$ cat src/rtl/opx_pkg.sv
// Package: default widths shared by the prefix unit and its submodules.
// Assumes the literal is no wider than the prefix value.
package opx_pkg;
    localparam int unsigned PFX_W     = 16;  // stored prefix value width
    localparam int unsigned LIT_W     = 8;   // instruction literal width
    localparam int unsigned SEL_W     = 3;   // write index width
    localparam int unsigned SRC_FLD_W = 4;   // instruction source field width
    localparam int unsigned DST_FLD_W = 3;   // instruction destination field width
endpackage

$ cat src/rtl/opx_store.sv
// Module: opx_store
// Holds the one-shot prefix value and selection code. A write is taken only
// on an executing edge. Any other executing edge clears both, and edges
// without execution leave both untouched.
// Assumes a synchronous active-low reset.
module opx_store #(
    parameter int unsigned PFX_W = opx_pkg::PFX_W,
    parameter int unsigned SEL_W = opx_pkg::SEL_W
) (
    input  logic             clk,
    input  logic             rst_n,
    input  logic             exec_en,
    input  logic             wr_en,
    input  logic [SEL_W-1:0] wr_sel,
    input  logic [PFX_W-1:0] wr_val,
    output logic [PFX_W-1:0] cur_val,
    output logic [SEL_W-1:0] cur_sel
);
    logic [PFX_W-1:0] val_q;
    logic [SEL_W-1:0] sel_q;

    // Update: a write beats expiry; non-executing edges hold.
    always_ff @(posedge clk) begin
        if (!rst_n) begin
            val_q <= '0;
            sel_q <= '0;
        end else if (exec_en) begin
            if (wr_en) begin
                val_q <= wr_val;
                sel_q <= wr_sel;
            end else begin
                val_q <= '0;
                sel_q <= '0;
            end
        end
    end

    assign cur_val = val_q;
    assign cur_sel = sel_q;

    // reset leaves a clean state
    p_reset_clear_r1: assert property (@(posedge clk)
        !rst_n |=> (val_q == '0 && sel_q == '0));

    // an executing write is captured
    p_load_r2: assert property (@(posedge clk) disable iff (!rst_n)
        (exec_en && wr_en) |=> (val_q == $past(wr_val) && sel_q == $past(wr_sel)));

    // an executing edge without a write expires the prefix
    p_expire_r6: assert property (@(posedge clk) disable iff (!rst_n)
        (exec_en && !wr_en) |=> (val_q == '0 && sel_q == '0));

    // nothing moves without execution
    p_hold_r7: assert property (@(posedge clk) disable iff (!rst_n)
        (!exec_en && rst_n) |=> ($stable(val_q) && $stable(sel_q)));
endmodule

$ cat src/rtl/opx_form.sv
// Module: opx_form
// Builds the extended operands from the live prefix state and the current
// instruction fields. Purely combinational.
// Assumes the low selection bit picks the source range and the upper
// selection bits pick the destination range.
module opx_form #(
    parameter int unsigned PFX_W     = opx_pkg::PFX_W,
    parameter int unsigned LIT_W     = opx_pkg::LIT_W,
    parameter int unsigned SEL_W     = opx_pkg::SEL_W,
    parameter int unsigned SRC_FLD_W = opx_pkg::SRC_FLD_W,
    parameter int unsigned DST_FLD_W = opx_pkg::DST_FLD_W,
    localparam int unsigned IMM_W    = 2 * LIT_W,
    localparam int unsigned SRC_W    = SRC_FLD_W + 1,
    localparam int unsigned DST_W    = DST_FLD_W + SEL_W - 1
) (
    input  logic [PFX_W-1:0]     pfx_val,
    input  logic [SEL_W-1:0]     pfx_sel,
    input  logic [LIT_W-1:0]     lit,
    input  logic [SRC_FLD_W-1:0] src_f,
    input  logic [DST_FLD_W-1:0] dst_f,
    output logic [IMM_W-1:0]     imm,
    output logic [SRC_W-1:0]     src_n,
    output logic [DST_W-1:0]     dst_n
);
    // Operand join: only the low literal-width slice of the prefix is used.
    always_comb begin
        imm   = {pfx_val[LIT_W-1:0], lit};
        src_n = {pfx_sel[0], src_f};
        dst_n = {pfx_sel[SEL_W-1:1], dst_f};
    end
endmodule

$ cat src/rtl/opx_prefix_unit.sv
// Module: opx_prefix_unit (top)
// One-shot instruction prefix. It stores a value and a range selection that
// apply to the next executing instruction only, and forms the extended
// immediate and register numbers for that instruction.
// Assumes exec_en marks each instruction's execution edge.
module opx_prefix_unit #(
    parameter int unsigned PFX_W     = opx_pkg::PFX_W,
    parameter int unsigned LIT_W     = opx_pkg::LIT_W,
    parameter int unsigned SEL_W     = opx_pkg::SEL_W,
    parameter int unsigned SRC_FLD_W = opx_pkg::SRC_FLD_W,
    parameter int unsigned DST_FLD_W = opx_pkg::DST_FLD_W,
    localparam int unsigned IMM_W    = 2 * LIT_W,
    localparam int unsigned SRC_W    = SRC_FLD_W + 1,
    localparam int unsigned DST_W    = DST_FLD_W + SEL_W - 1
) (
    input  logic                 clk,
    input  logic                 rst_n,
    input  logic                 exec_en,
    input  logic                 pfx_wr,
    input  logic [SEL_W-1:0]     pfx_sel,
    input  logic [PFX_W-1:0]     pfx_wdata,
    input  logic [LIT_W-1:0]     lit_in,
    input  logic [SRC_FLD_W-1:0] src_fld,
    input  logic [DST_FLD_W-1:0] dst_fld,
    output logic [PFX_W-1:0]     rd_data,
    output logic [IMM_W-1:0]     imm_out,
    output logic [SRC_W-1:0]     src_idx,
    output logic [DST_W-1:0]     dst_idx
);
    logic [PFX_W-1:0] live_val;
    logic [SEL_W-1:0] live_sel;

    opx_store #(.PFX_W(PFX_W), .SEL_W(SEL_W)) u_store (
        .clk     (clk),
        .rst_n   (rst_n),
        .exec_en (exec_en),
        .wr_en   (pfx_wr),
        .wr_sel  (pfx_sel),
        .wr_val  (pfx_wdata),
        .cur_val (live_val),
        .cur_sel (live_sel)
    );

    opx_form #(
        .PFX_W(PFX_W), .LIT_W(LIT_W), .SEL_W(SEL_W),
        .SRC_FLD_W(SRC_FLD_W), .DST_FLD_W(DST_FLD_W)
    ) u_form (
        .pfx_val (live_val),
        .pfx_sel (live_sel),
        .lit     (lit_in),
        .src_f   (src_fld),
        .dst_f   (dst_fld),
        .imm     (imm_out),
        .src_n   (src_idx),
        .dst_n   (dst_idx)
    );

    assign rd_data = live_val;

    // an empty prefix gives a zero-extended literal
    p_imm_plain_r3: assert property (@(posedge clk) disable iff (!rst_n)
        (rd_data == '0) |-> (imm_out[IMM_W-1:LIT_W] == '0));

    // the immediate's low half always follows the literal
    p_imm_low_r3: assert property (@(posedge clk) disable iff (!rst_n)
        imm_out[LIT_W-1:0] == lit_in);
endmodule

$ cat config.mk
export PLATFORM = sky130hd
export DESIGN_NAME = opx_prefix_unit
export DESIGN_NICKNAME = d
export VERILOG_FILES = /design/src/rtl/opx_pkg.sv /design/src/rtl/opx_store.sv /design/src/rtl/opx_form.sv /design/src/rtl/opx_prefix_unit.sv
export SDC_FILE = /design/constraint.sdc
export NUM_CORES = 1
export LEC_CHECK = 0
export BUFFER_PORTS_ARGS = -buffer_cell sky130_fd_sc_hd__buf_2
export CAP_MARGIN = 15
export CORE_MARGIN = 10
export CORE_UTILIZATION = 34
export DETAILED_ROUTE_END_ITERATION = 8
export PLACE_DENSITY = 0.71
export RECOVER_POWER = 25
export SLEW_MARGIN = 0
export SYNTH_ARGS = -nofsm -noshare
export SYNTH_HDL_FRONTEND = slang
export SYNTH_SLANG_ARGS = --single-unit
$ cat constraint.sdc
create_clock -name clk -period 0.8 [get_ports clk]
set_input_delay 0.04 -clock clk [delete_from_list [all_inputs] [get_ports clk]]
set_output_delay 0.04 -clock clk [all_outputs]
set_load 0.01 [all_outputs]
== Word level (Yosys, flattened, before mapping) ==
Index checks and enable logic that the tools add are counted.
W data, S select, Z words.

* Input port bits: 38
* Register bits after elaboration: 19
* Output and inout port bits: 42
* Word-level logic and storage cells: 4

* Mux-type cells: 2

{| class="wikitable"
|+ Operators with widths
! cell !! count
|-
| $mux W16 || 1
|-
| $mux W3 || 1
|}

== Longest topological paths before layout ==
Gate-level depths: netlist of run 1.

* Word-level depth: 1
* Depth in mapped cells: 4
* Depth with buffers taken out: 2

== By module ==
A second synthesis of run 1 with hierarchy kept.

* Cells, all modules: 110
* Area, all modules: 963.4 µm²

{| class="wikitable"
|+ By module, submodules not included
! module !! seq. area each (µm²) !! cells an instance !! instances !! area an instance (µm²)
|-
| opx_store || 380.4 || 84 || 1 || 768.2
|-
| opx_form || 0.0 || 26 || 1 || 195.2
|}

== Worst setup path after synthesis of run 1 ==
Ideal clock, no wire load.

* Path type: reg-to-reg
* From: register, netlist name u_store.cur_val[3]
* To: register u_store.val_q[3] (netlist: u_store.cur_val[3])
* Path slack: 0.213 ns
* Period minus slack after synthesis: 0.587 ns
* Data arrival time: 0.520 ns
* Setup time: 0.067 ns
* Buffers on the path: 0
* Required time: 0.733 ns
* Stages on the path, launching flop included: 3
* Cell sequence: dfxtp_1 nand3b_1 o21ai_2

{| class="wikitable"
|+ RTL lines
! element !! RTL line !! source
|-
| end signal, assigned || opx_store.sv:29 || <nowiki>val_q <= wr_val;</nowiki>
|-
| end, declared || opx_store.sv:19 || <nowiki>logic [PFX_W-1:0] val_q;</nowiki>
|}

== Worst setup path in the final report of run 1 ==
* From: register u_store.val_q[2] (netlist: u_store.cur_val[2])
* To: output rd_data[2]

{| class="wikitable"
|+ RTL lines
! element !! RTL line !! source
|-
| end, declared || opx_prefix_unit.sv:25 || <nowiki>output logic [PFX_W-1:0] rd_data,</nowiki>
|}

No word-level cell between the ends.

==> results of run 1 <==
[flip-flops by register name (all words and copies together), names as in the netlist]
| signal | count |
|---|---|
| u_store.cur_val | 16 |
| u_store.cur_sel | 3 |
[worst max path at each step]
stage	cells after the start	start	to	slack [ns]
floorplan	2	u_store.cur_val[3]$_SDFFE_PN0P_	u_store.cur_val[3]$_SDFFE_PN0P_	0.21
global placement	4	exec_en	u_store.cur_val[12]$_SDFFE_PN0P_	0.07
detailed placement	4	exec_en	u_store.cur_val[14]$_SDFFE_PN0P_	0.02
CTS	1	u_store.cur_val[2]$_SDFFE_PN0P_	rd_data[2]	-0.03
global route	1	u_store.cur_val[2]$_SDFFE_PN0P_	rd_data[2]	-0.07
finish	1	u_store.cur_val[2]$_SDFFE_PN0P_	rd_data[2]	-0.02
[power by group through the flow]
stage / Clock (mW) / Combinational (mW) / Sequential, mW
after global placement: 0 / 0.284 / 1.02
after CTS: 0.505 / 0.400 / 1.02
final: 0.487 / 0.413 / 1.02
after detailed placement: 0 / 0.290 / 1.03
after floorplan: 0 / 0.237 / 1.04
after global routing: 0.552 / 0.447 / 1.03
[cells by family after synthesis]
group                  share of synthesized area, %
and+or+nand+nor                                23.5
buffers and inverters                          23.8
DFF                                            39.5
AOI/OAI and AO/OA                              13.2
[cell usage after synthesis (all sizes together)]
cell,n
buf,30
nand2,20
dfxtp,19
nand3b,19
o21ai,18
nand4,1
[stage by stage]
stage / hold slack, ns / TNS (ns) / power [mW] / util (%)
global route: 0.0382 / -1.26 / 2.03 / 53.3
global placement: 0.0801 / 0 / 1.31 / 38.7
floorplan: 0.172 / 0 / 1.28 / -
CTS: 0.0231 / -0.403 / 1.92 / 51.6
detailed placement: 0.0801 / 0 / 1.32 / 38.7
finish: 0.0294 / -0.200 / 1.92 / 53.4
[cell type report]
type	instances	area (sq um)	area share (%)
Antenna cell	1	2.50	0.172
Clock buffer	3	22.5	1.54
Clock inverter	1	7.51	0.515
Multi-Input combinational cell	58	354	24.3
Sequential cell	19	407	27.9
Tap cell	31	38.8	2.66
Timing Repair Buffer	71	627	43.0
[per-layer routing]
layer | vias to the layer above | global-route usage [%]
li1 | 426 | -
met1 | 381 | 10.1
met2 | 34 | 16.6
met3 | 6 | 4.76
met4 | 0 | 5.06
met5 | - | 0
[repair_timing]
item | 4_1_cts | 5_1_grt
endpoints found under the hold margin | 19 | 0
hold buffers | 19 | 0
endpoints found under the setup margin | 27 | 27
setup buffers | 1 | 0
gates resized for setup | 35 | 8
==> out/metrics.cfg, run 1 <==
[status]
status=finished, violations left
failed_checks=negative setup slack

[power]
p_leak_nw=0.644
ir_worst_vdd_uv=1020
clock_power_share_pct=25.4
p_int_mw=1.42
seqPwrFrac_pct=53.2
p_sw_uw=495
power_density_nw_per_um2=1320
comb_power_share_pct=21.5
switching_share_pct=25.8

[critical_path]
worstSetupEndpointType=output port
r2r_slack_ns=0.10
slowest_stage=dfxtp_4
crit_fanout=3
slowest_delay_ns=0.37
r2r_cells=3
arrival_ns=0.78
reg2reg_to=u_store.cur_val[12]$_SDFFE_PN0P_
cp_num_buf_inv=1
cpLargestDelayFamily=flip-flops
cp.required_ns=0.76
rr_startpoint=u_store.cur_val[12]$_SDFFE_PN0P_
critPathKind=flop to output port
start_kind=flop
cp_cell_sequence=buf_6

[min_path]
min_path_cells=3
hp-start=pfx_wr
min_to=u_store.cur_val[13]$_SDFFE_PN0P_
hold_class=input port to flop

[cts]
tritoncts=built
clk_path_buf_depth=2
cts.sinks=19
worstSkewPairLatency_ns=0.29
clock-root-buffer=clkbuf_4
cts_buffers=3
path_clk_slew_ns=0.11
htree_levels=1

[cells_and_area]
area_growth_pct=51.4
final_nets=191
instances_no_fill=184
layout_commonest_cell=buf_2
layout-drive-gt1-share_pct=56.6
fill_cells=238
layout_common_cells=26 x buf_2, 23 x buf_6, 19 x nand2_1, 19 x nand3b_1, 19 x dlygate4sd3_1
design_area_sq_um=1460

[floorplan]
io_pins=80
die_height_microns=73.2
rows=19
die_w_microns=73.2
core_sq_um=2730
start_util_pct=35.2
die_area_sq_um=5360

[timing]
rsz0062_at_grt=true
max_freq_mhz=1210
finClkSkew_ns=0
tightest_slew_ns=0.277
hold_viol=0
relSlewSlack_pct=81.5
setup_viol=17
setup_ws_ns=-0.0249
fin_crit_sh_pct=103
period_minus_slack_ns=0.825
slew_violations=0

[place]
io_buffers=49
pre_cts_ws_ns=0.0169
dpl_cell_area_sq_um=1060
hpwl_mm=1.95
gp_congestion=0.736
dpl.cell_count=159

[synth]
yosysTopAreaCell=dfxtp_1
ys_seq_area_share_pct=39.5
netlist_area_sq_um=963
ys_ff_latch=19
syn_area_per_cell_sq_um=9.00
synth_top_area_share_pct=39.5
synth_nets=145
yosysWarnings=0
ys_types=10
synthTopCellsByArea=dfxtp_1 39%, buf_4 19%, nand3b_1 15%, o21ai_2 9.1%, nand2_1 7.4%
syn_inst=107

[drt]
wl_met3_microns=289
drt_iter0_markers=25
met2_length_mm=1.49
met1_length_microns=980
top_layer_used=met4
route.detailed.drc=0
totalWireLength_mm=2.78
vias_per_cell=4.60
wire_per_inst_microns=15.1
drtPass1Iterations=4
postRouteAntennaNets=0
num_vias=847

[grt]
antenna_found_initial=0
grt_first_pass_wirelength_mm=4.31
grt_usage_pct=9.96
grt_pass1_vias=873
grt_overflow_total=0
grt_max_degree=39

[job]
maxCapViolCount=0

Note: power is estimated with default switching activity, not from simulation.
==> run 2: changes to the inputs <==
--- a/config.mk
+++ b/config.mk
@@ -10,7 +10,7 @@
 export CORE_MARGIN = 10
 export CORE_UTILIZATION = 34
 export DETAILED_ROUTE_END_ITERATION = 8
-export PLACE_DENSITY = 0.71
+export PLACE_DENSITY = 0.86
 export RECOVER_POWER = 25
 export SLEW_MARGIN = 0
 export SYNTH_ARGS = -nofsm -noshare
==> out/metrics.cfg, run 2 (synthesis gave the netlist of run 1 again) <==
[grt]
grt_util_met3_pct=3.40  ; -1.4 points
grt_use_met1_pct=10.5  ; +0.39 points
antenna_found_initial=0  ; unchanged
grt_pass1_vias=874  ; +0.11%
grt_overflow_total=0  ; unchanged
met2_usage_pct=17.3  ; +0.67 points
grt_max_degree=39  ; unchanged
grt_first_pass_wirelength_mm=4.35  ; +0.81%
busiest_layer=met2
grt_usage_pct=10.2  ; +0.27 points

[power]
power_density_nw_per_um2=1330  ; +1.2%
p_sw_uw=505  ; +2.0%
clock_power_share_pct=25.7  ; +0.3 points
p_leak_nw=0.651  ; +1.0%
seqPwrFrac_pct=53.0  ; -0.2 points
switching_share_pct=26.2  ; +0.41 points
p_int_mw=1.42  ; -0.18%
comb_power_share_pct=21.4  ; about the same
ir_worst_vdd_uv=981  ; -3.8%

[timing]
setup_tns_ns=-0.262  ; -0.0625 ns
period_minus_slack_ns=0.826  ; +0.00107 ns
finClkSkew_ns=0  ; unchanged
setup_ws_ns=-0.0259  ; -0.00107 ns
hold_viol=0  ; unchanged
setup_viol=16  ; -1
hold_ws_ns=0.00790  ; -0.0215 ns
tightest_slew_ns=0.167  ; -0.110 ns
rsz0062_at_grt=true
max_freq_mhz=1210  ; -0.13%
fin_crit_sh_pct=103  ; +0.13 points
slew_violations=0  ; unchanged
relSlewSlack_pct=88.8  ; +7.3 points

[place]
gp_congestion=0.681  ; -7.5%
dpl.cell_count=160  ; +0.63%
io_buffers=49  ; unchanged

[cts]
clock-root-buffer=clkbuf_4
clk_path_buf_depth=2  ; unchanged
cts.sinks=19  ; unchanged
worstSkewPairLatency_ns=0.30  ; about the same
cts_buffers=3  ; unchanged
htree_levels=1  ; unchanged
tritoncts=built
path_clk_slew_ns=0.11  ; about the same

[critical_path]
slowest_stage=dfxtp_2
r2r_cells=3  ; unchanged
cp.required_ns=0.76  ; about the same
worstSetupEndpointType=output port
cp_num_buf_inv=1  ; unchanged
crit_fanout=3  ; unchanged
slowest_delay_ns=0.38  ; about the same
cpLargestDelayFamily=flip-flops
arrival_ns=0.79  ; about the same
r2r_slack_ns=0.07  ; -0.03 ns
cp-startpoint=u_store.cur_val[6]$_SDFFE_PN0P_
reg2reg_to=u_store.cur_sel[2]$_SDFFE_PN0P_
cp_cell_sequence=buf_6
rr_startpoint=u_store.cur_sel[2]$_SDFFE_PN0P_
start_kind=flop
critPathKind=flop to output port

[min_path]
min_path_cells=3  ; unchanged
hold_class=input port to flop
hp-start=pfx_wr
min_to=u_store.cur_val[13]$_SDFFE_PN0P_

[cells_and_area]
instances_no_fill=184  ; unchanged
area_growth_pct=50.1
register_area_sq_um=404  ; -0.62%
fill_cells=249  ; +4.6%
n_antenna_cell=0  ; -1
layout_common_cells=28 x buf_2, 21 x buf_6
layout_commonest_cell=buf_2
multiInputGateArea_sq_um=354  ; unchanged
largest_reg_flops=16  ; unchanged
final_nets=192  ; +0.52%
layout-drive-gt1-share_pct=56.9  ; +0.28 points

[drt]
vias_per_cell=4.51  ; -2.1%
route.detailed.drc=0  ; unchanged
totalWireLength_mm=2.74  ; -1.7%
postRouteAntennaNets=0  ; unchanged
num_vias=829  ; -2.1%
wire_per_inst_microns=14.9  ; -1.7%
drtPass1Iterations=4  ; unchanged
drt_iter0_markers=48  ; +92%

[floorplan]
die_w_microns=73.2  ; unchanged
start_util_pct=35.2  ; unchanged
io_pins=80  ; unchanged
die_height_microns=73.2  ; unchanged
rows=19  ; unchanged
die_area_sq_um=5360  ; unchanged
core_sq_um=2730  ; unchanged

[job]
maxCapViolCount=0  ; unchanged

[status]
status=finished, violations left
failed_checks=negative setup slack

## run 2: changes by cell type in the layout (fill, tap and decap cells not counted)
cell | previous run | this run
buf_4 | 1 | 2
diode_2 | 1 | 0
buf_2 | 26 | 28
clkinvlp_4 | 1 | 0
clkinv_2 | 0 | 1
dfxtp_2 | 18 | 19
buf_6 | 23 | 21
dfxtp_4 | 1 | 0
## run 2: power by group through the flow
stage / Combinational (mW) / Sequential [mW] / Clock (mW)
2_1_floorplan: 0.237 / 1.04 / 0
3_3_place_gp: 0.288 / 1.02 / 0
3_5_place_dp: 0.293 / 1.03 / 0
4_1_cts: 0.398 / 1.02 / 0.509
5_1_grt: 0.452 / 1.03 / 0.547
6_report: 0.412 / 1.02 / 0.495
## run 2: layer usage
metal / vias to the layer above / part of all wire (%)
li1: 424 / -
met1: 363 / 35
met2: 34 / 54
met3: 8 / 8.6
met4: 0 / 1.7
met5: - / 0
## run 2: worst max path at each step
stage / cells past startpoint / slack (ns) / end
floorplan: 2 / 0.21 / u_store.cur_val[3]$_SDFFE_PN0P_
global placement: 4 / 0.17 / u_store.cur_val[11]$_SDFFE_PN0P_
detailed placement: 4 / 0.15 / u_store.cur_val[7]$_SDFFE_PN0P_
CTS: 1 / -0.04 / imm_out[8]
global route: 1 / -0.07 / imm_out[14]
finish: 1 / -0.03 / imm_out[14]
## run 2: area by class of cell
cell class	instances	area share (%)
repair buffers	72	43.0
flip-flops and latches	19	27.9
multi-input cells	58	24.5
well taps	31	2.68
clock buffers	3	1.56
clock inverters	1	0.346
## run 2: what timing repair did
action | 4_1_cts | 5_1_grt
hold buffers | 19 | 0
endpoints found under the hold margin | 19 | 0
buffers inserted | 0 | 1
resized for setup | 34 | 7
cloned | 0 | 0
setup endpoints to repair | 27 | 27
## run 2: metrics by stage
step	power, mW	setup slack, ns	utilization (%)	instance area, sq um
4_1_cts	1.92	-0.0364	51.3	1400
3_5_place_dp	1.32	0.146	39.0	1070
5_1_grt	2.03	-0.0687	52.9	1450
3_3_place_gp	1.31	0.166	39.0	1070
2_1_floorplan	1.28	0.213	-	963
6_report	1.93	-0.0259	52.9	1450
==> run 3: changes to the inputs <==
--- a/config.mk
+++ b/config.mk
@@ -7,7 +7,6 @@
 export LEC_CHECK = 0
 export BUFFER_PORTS_ARGS = -buffer_cell sky130_fd_sc_hd__buf_2
 export CAP_MARGIN = 15
-export CORE_MARGIN = 10
 export CORE_UTILIZATION = 34
 export DETAILED_ROUTE_END_ITERATION = 8
 export PLACE_DENSITY = 0.86
==> out/metrics.cfg, run 3 (synthesis gave the netlist of run 1 again) <==
[power]
switching_share_pct=25.9  ; -0.33 points
comb_power_share_pct=21.9  ; +0.5 points
power_density_nw_per_um2=1310  ; -1.5%
p_leak_nw=0.673  ; +3.4%
clock_power_share_pct=25.6  ; about the same
p_int_mw=1.43  ; +0.81%
ir_worst_vdd_uv=805  ; -18%
seqPwrFrac_pct=52.5  ; -0.5 points
p_sw_uw=500  ; -0.90%
power_mw=1.93  ; +0.36%

[cells_and_area]
n_antenna_cell=0  ; unchanged
area_growth_pct=53.0
final_nets=197  ; +2.6%
layout_common_cells=30 x buf_2, 19 x nand2_1, 19 x nand3b_1, 19 x dlygate4sd3_1, 19 x buf_6
fin_util_pct=57.4  ; +4.5 points
instances_no_fill=188  ; +2.2%
layout_commonest_cell=buf_2
largest_reg_flops=16  ; unchanged
layout-drive-gt1-share_pct=57.6  ; +0.73 points

[grt]
grt_usage_pct=16.6  ; +6.4 points
grt_pass1_vias=910  ; +4.1%
grt_overflow_total=0  ; unchanged
grt_max_degree=26  ; -33%
antenna_found_initial=0  ; unchanged
grt_first_pass_wirelength_mm=4.00  ; -7.9%

[cts]
path_clk_slew_ns=0.12  ; about the same
htree_levels=1  ; unchanged
tritoncts=built
worstSkewPairLatency_ns=0.29  ; about the same
clock-root-buffer=clkbuf_4
cts.sinks=19  ; unchanged
clk_path_buf_depth=2  ; unchanged
cts_buffers=3  ; unchanged

[timing]
slew_violations=0  ; unchanged
period_minus_slack_ns=0.833  ; +0.00683 ns
setup_ws_ns=-0.0328  ; -0.00683 ns
max_freq_mhz=1200  ; -0.82%
rsz0062_at_grt=true
fin_crit_sh_pct=104  ; +0.85 points
finClkSkew_ns=0  ; unchanged
tightest_slew_ns=0.132  ; -0.0355 ns
setup_viol=15  ; -1
hold_viol=0  ; unchanged
relSlewSlack_pct=91.2  ; +2.4 points

[critical_path]
cp.required_ns=0.76  ; about the same
slowest_stage=dfxtp_2
crit_fanout=3  ; unchanged
cp_num_buf_inv=1  ; unchanged
worstSetupEndpointType=output port
critPathKind=flop to output port
cp_cell_sequence=buf_2
slowest_delay_ns=0.36  ; -0.02 ns
arrival_ns=0.79  ; about the same
start_kind=flop
cpLargestDelayFamily=flip-flops

[floorplan]
start_util_pct=37.5  ; +2.3 points
die_w_microns=55.2  ; -25%
die_area_sq_um=3050  ; -43%
core_sq_um=2570  ; -6.1%
rows=18  ; -1
die_height_microns=55.2  ; -25%
io_pins=80  ; unchanged

[place]
io_buffers=49  ; unchanged
hpwl_mm=1.39
gp_congestion=0.710  ; +4.4%
dpl.cell_count=161  ; +0.63%

[drt]
postRouteAntennaNets=0  ; unchanged
wire_per_inst_microns=13.2  ; -11%
drt_iter0_markers=14  ; -71%
vias_per_cell=4.81  ; +6.8%
drtPass1Iterations=4  ; unchanged
num_vias=905  ; +9.2%
route.detailed.drc=0  ; unchanged
totalWireLength_mm=2.48  ; -9.4%

[min_path]
hold_class=input port to flop

[status]
failed_checks=negative setup slack
status=finished, violations left

[job]
maxCapViolCount=0  ; unchanged

run 3: cell count changes in the layout (fill, tap and decap cells not counted):
cell      before  now
buf_2         28   30
buf_4          2    7
buf_6         21   19
clkbuf_1       0    1
clkinv_2       1    0
dfxtp_2       19   17
dfxtp_4        0    2
run 3: cell type report:
class                   instances  area [sq um]
clock buffers                   4          26.3
flip-flops and latches         19           409
fillers                       242          1090
well taps                      30          37.5
multi-input cells              58           354
repair buffers                 77           647
run 3: metrics by stage:
stage                     TNS [ns]  area, sq um  setup slack, ns  hold slack, ns
final                       -0.206         1470          -0.0328          0.0246
after detailed placement         0         1080            0.179          0.0801
after floorplan                  0          963            0.213           0.172
after global placement           0         1080            0.186          0.0801
after CTS                   -0.324         1400          -0.0293          0.0104
after global routing         -1.12         1470          -0.0686          0.0180
run 3: worst paths after layout:
check                                                     start                          endpoint  slack [ns]  depth (start not counted)
worst max-delay path            u_store.cur_val[0]$_SDFFE_PN0P_                        rd_data[0]       -0.03                          1
worst min-delay path                                     pfx_wr  u_store.cur_val[13]$_SDFFE_PN0P_        0.02                          3
worst max register to register  u_store.cur_val[0]$_SDFFE_PN0P_   u_store.cur_val[0]$_SDFFE_PN0P_        0.08                          3
worst min register to register  u_store.cur_sel[0]$_SDFFE_PN0P_   u_store.cur_sel[0]$_SDFFE_PN0P_        0.48                          2
run 3: what timing repair did:
| item | CTS | global route |
|---|---|---|
| hold endpoints to repair | 19 | 0 |
| setup endpoints to repair | 27 | 27 |
| setup buffers | 2 | 2 |
| pin swaps | 0 | 0 |
| gates resized for setup | 30 | 10 |
| hold buffers | 19 | 0 |
run 3: worst register-to-register path, stage by stage (launching register included):
cell and delay (ns):
dfxtp_2 0.35, buf_4 0.13, nand3b_1 0.08, o21ai_1 0.07
run 3: power by group through the flow:
stage	clock network (mW)	registers, mW	logic (mW)
after floorplan	0	1.04	0.237
after global placement	0	1.03	0.290
after detailed placement	0	1.03	0.293
after CTS	0.506	1.02	0.394
after global routing	0.566	1.02	0.454
final	0.495	1.02	0.424
run 3: routing by layer:
layer  GRT usage [%]  vias up  routed length, microns
met3            3.28       14                     128
met4            13.2        0                     100
li1                -      438                       -
met1            18.0      413                     906
met2            28.1       40                    1350
met5               0        -                       0
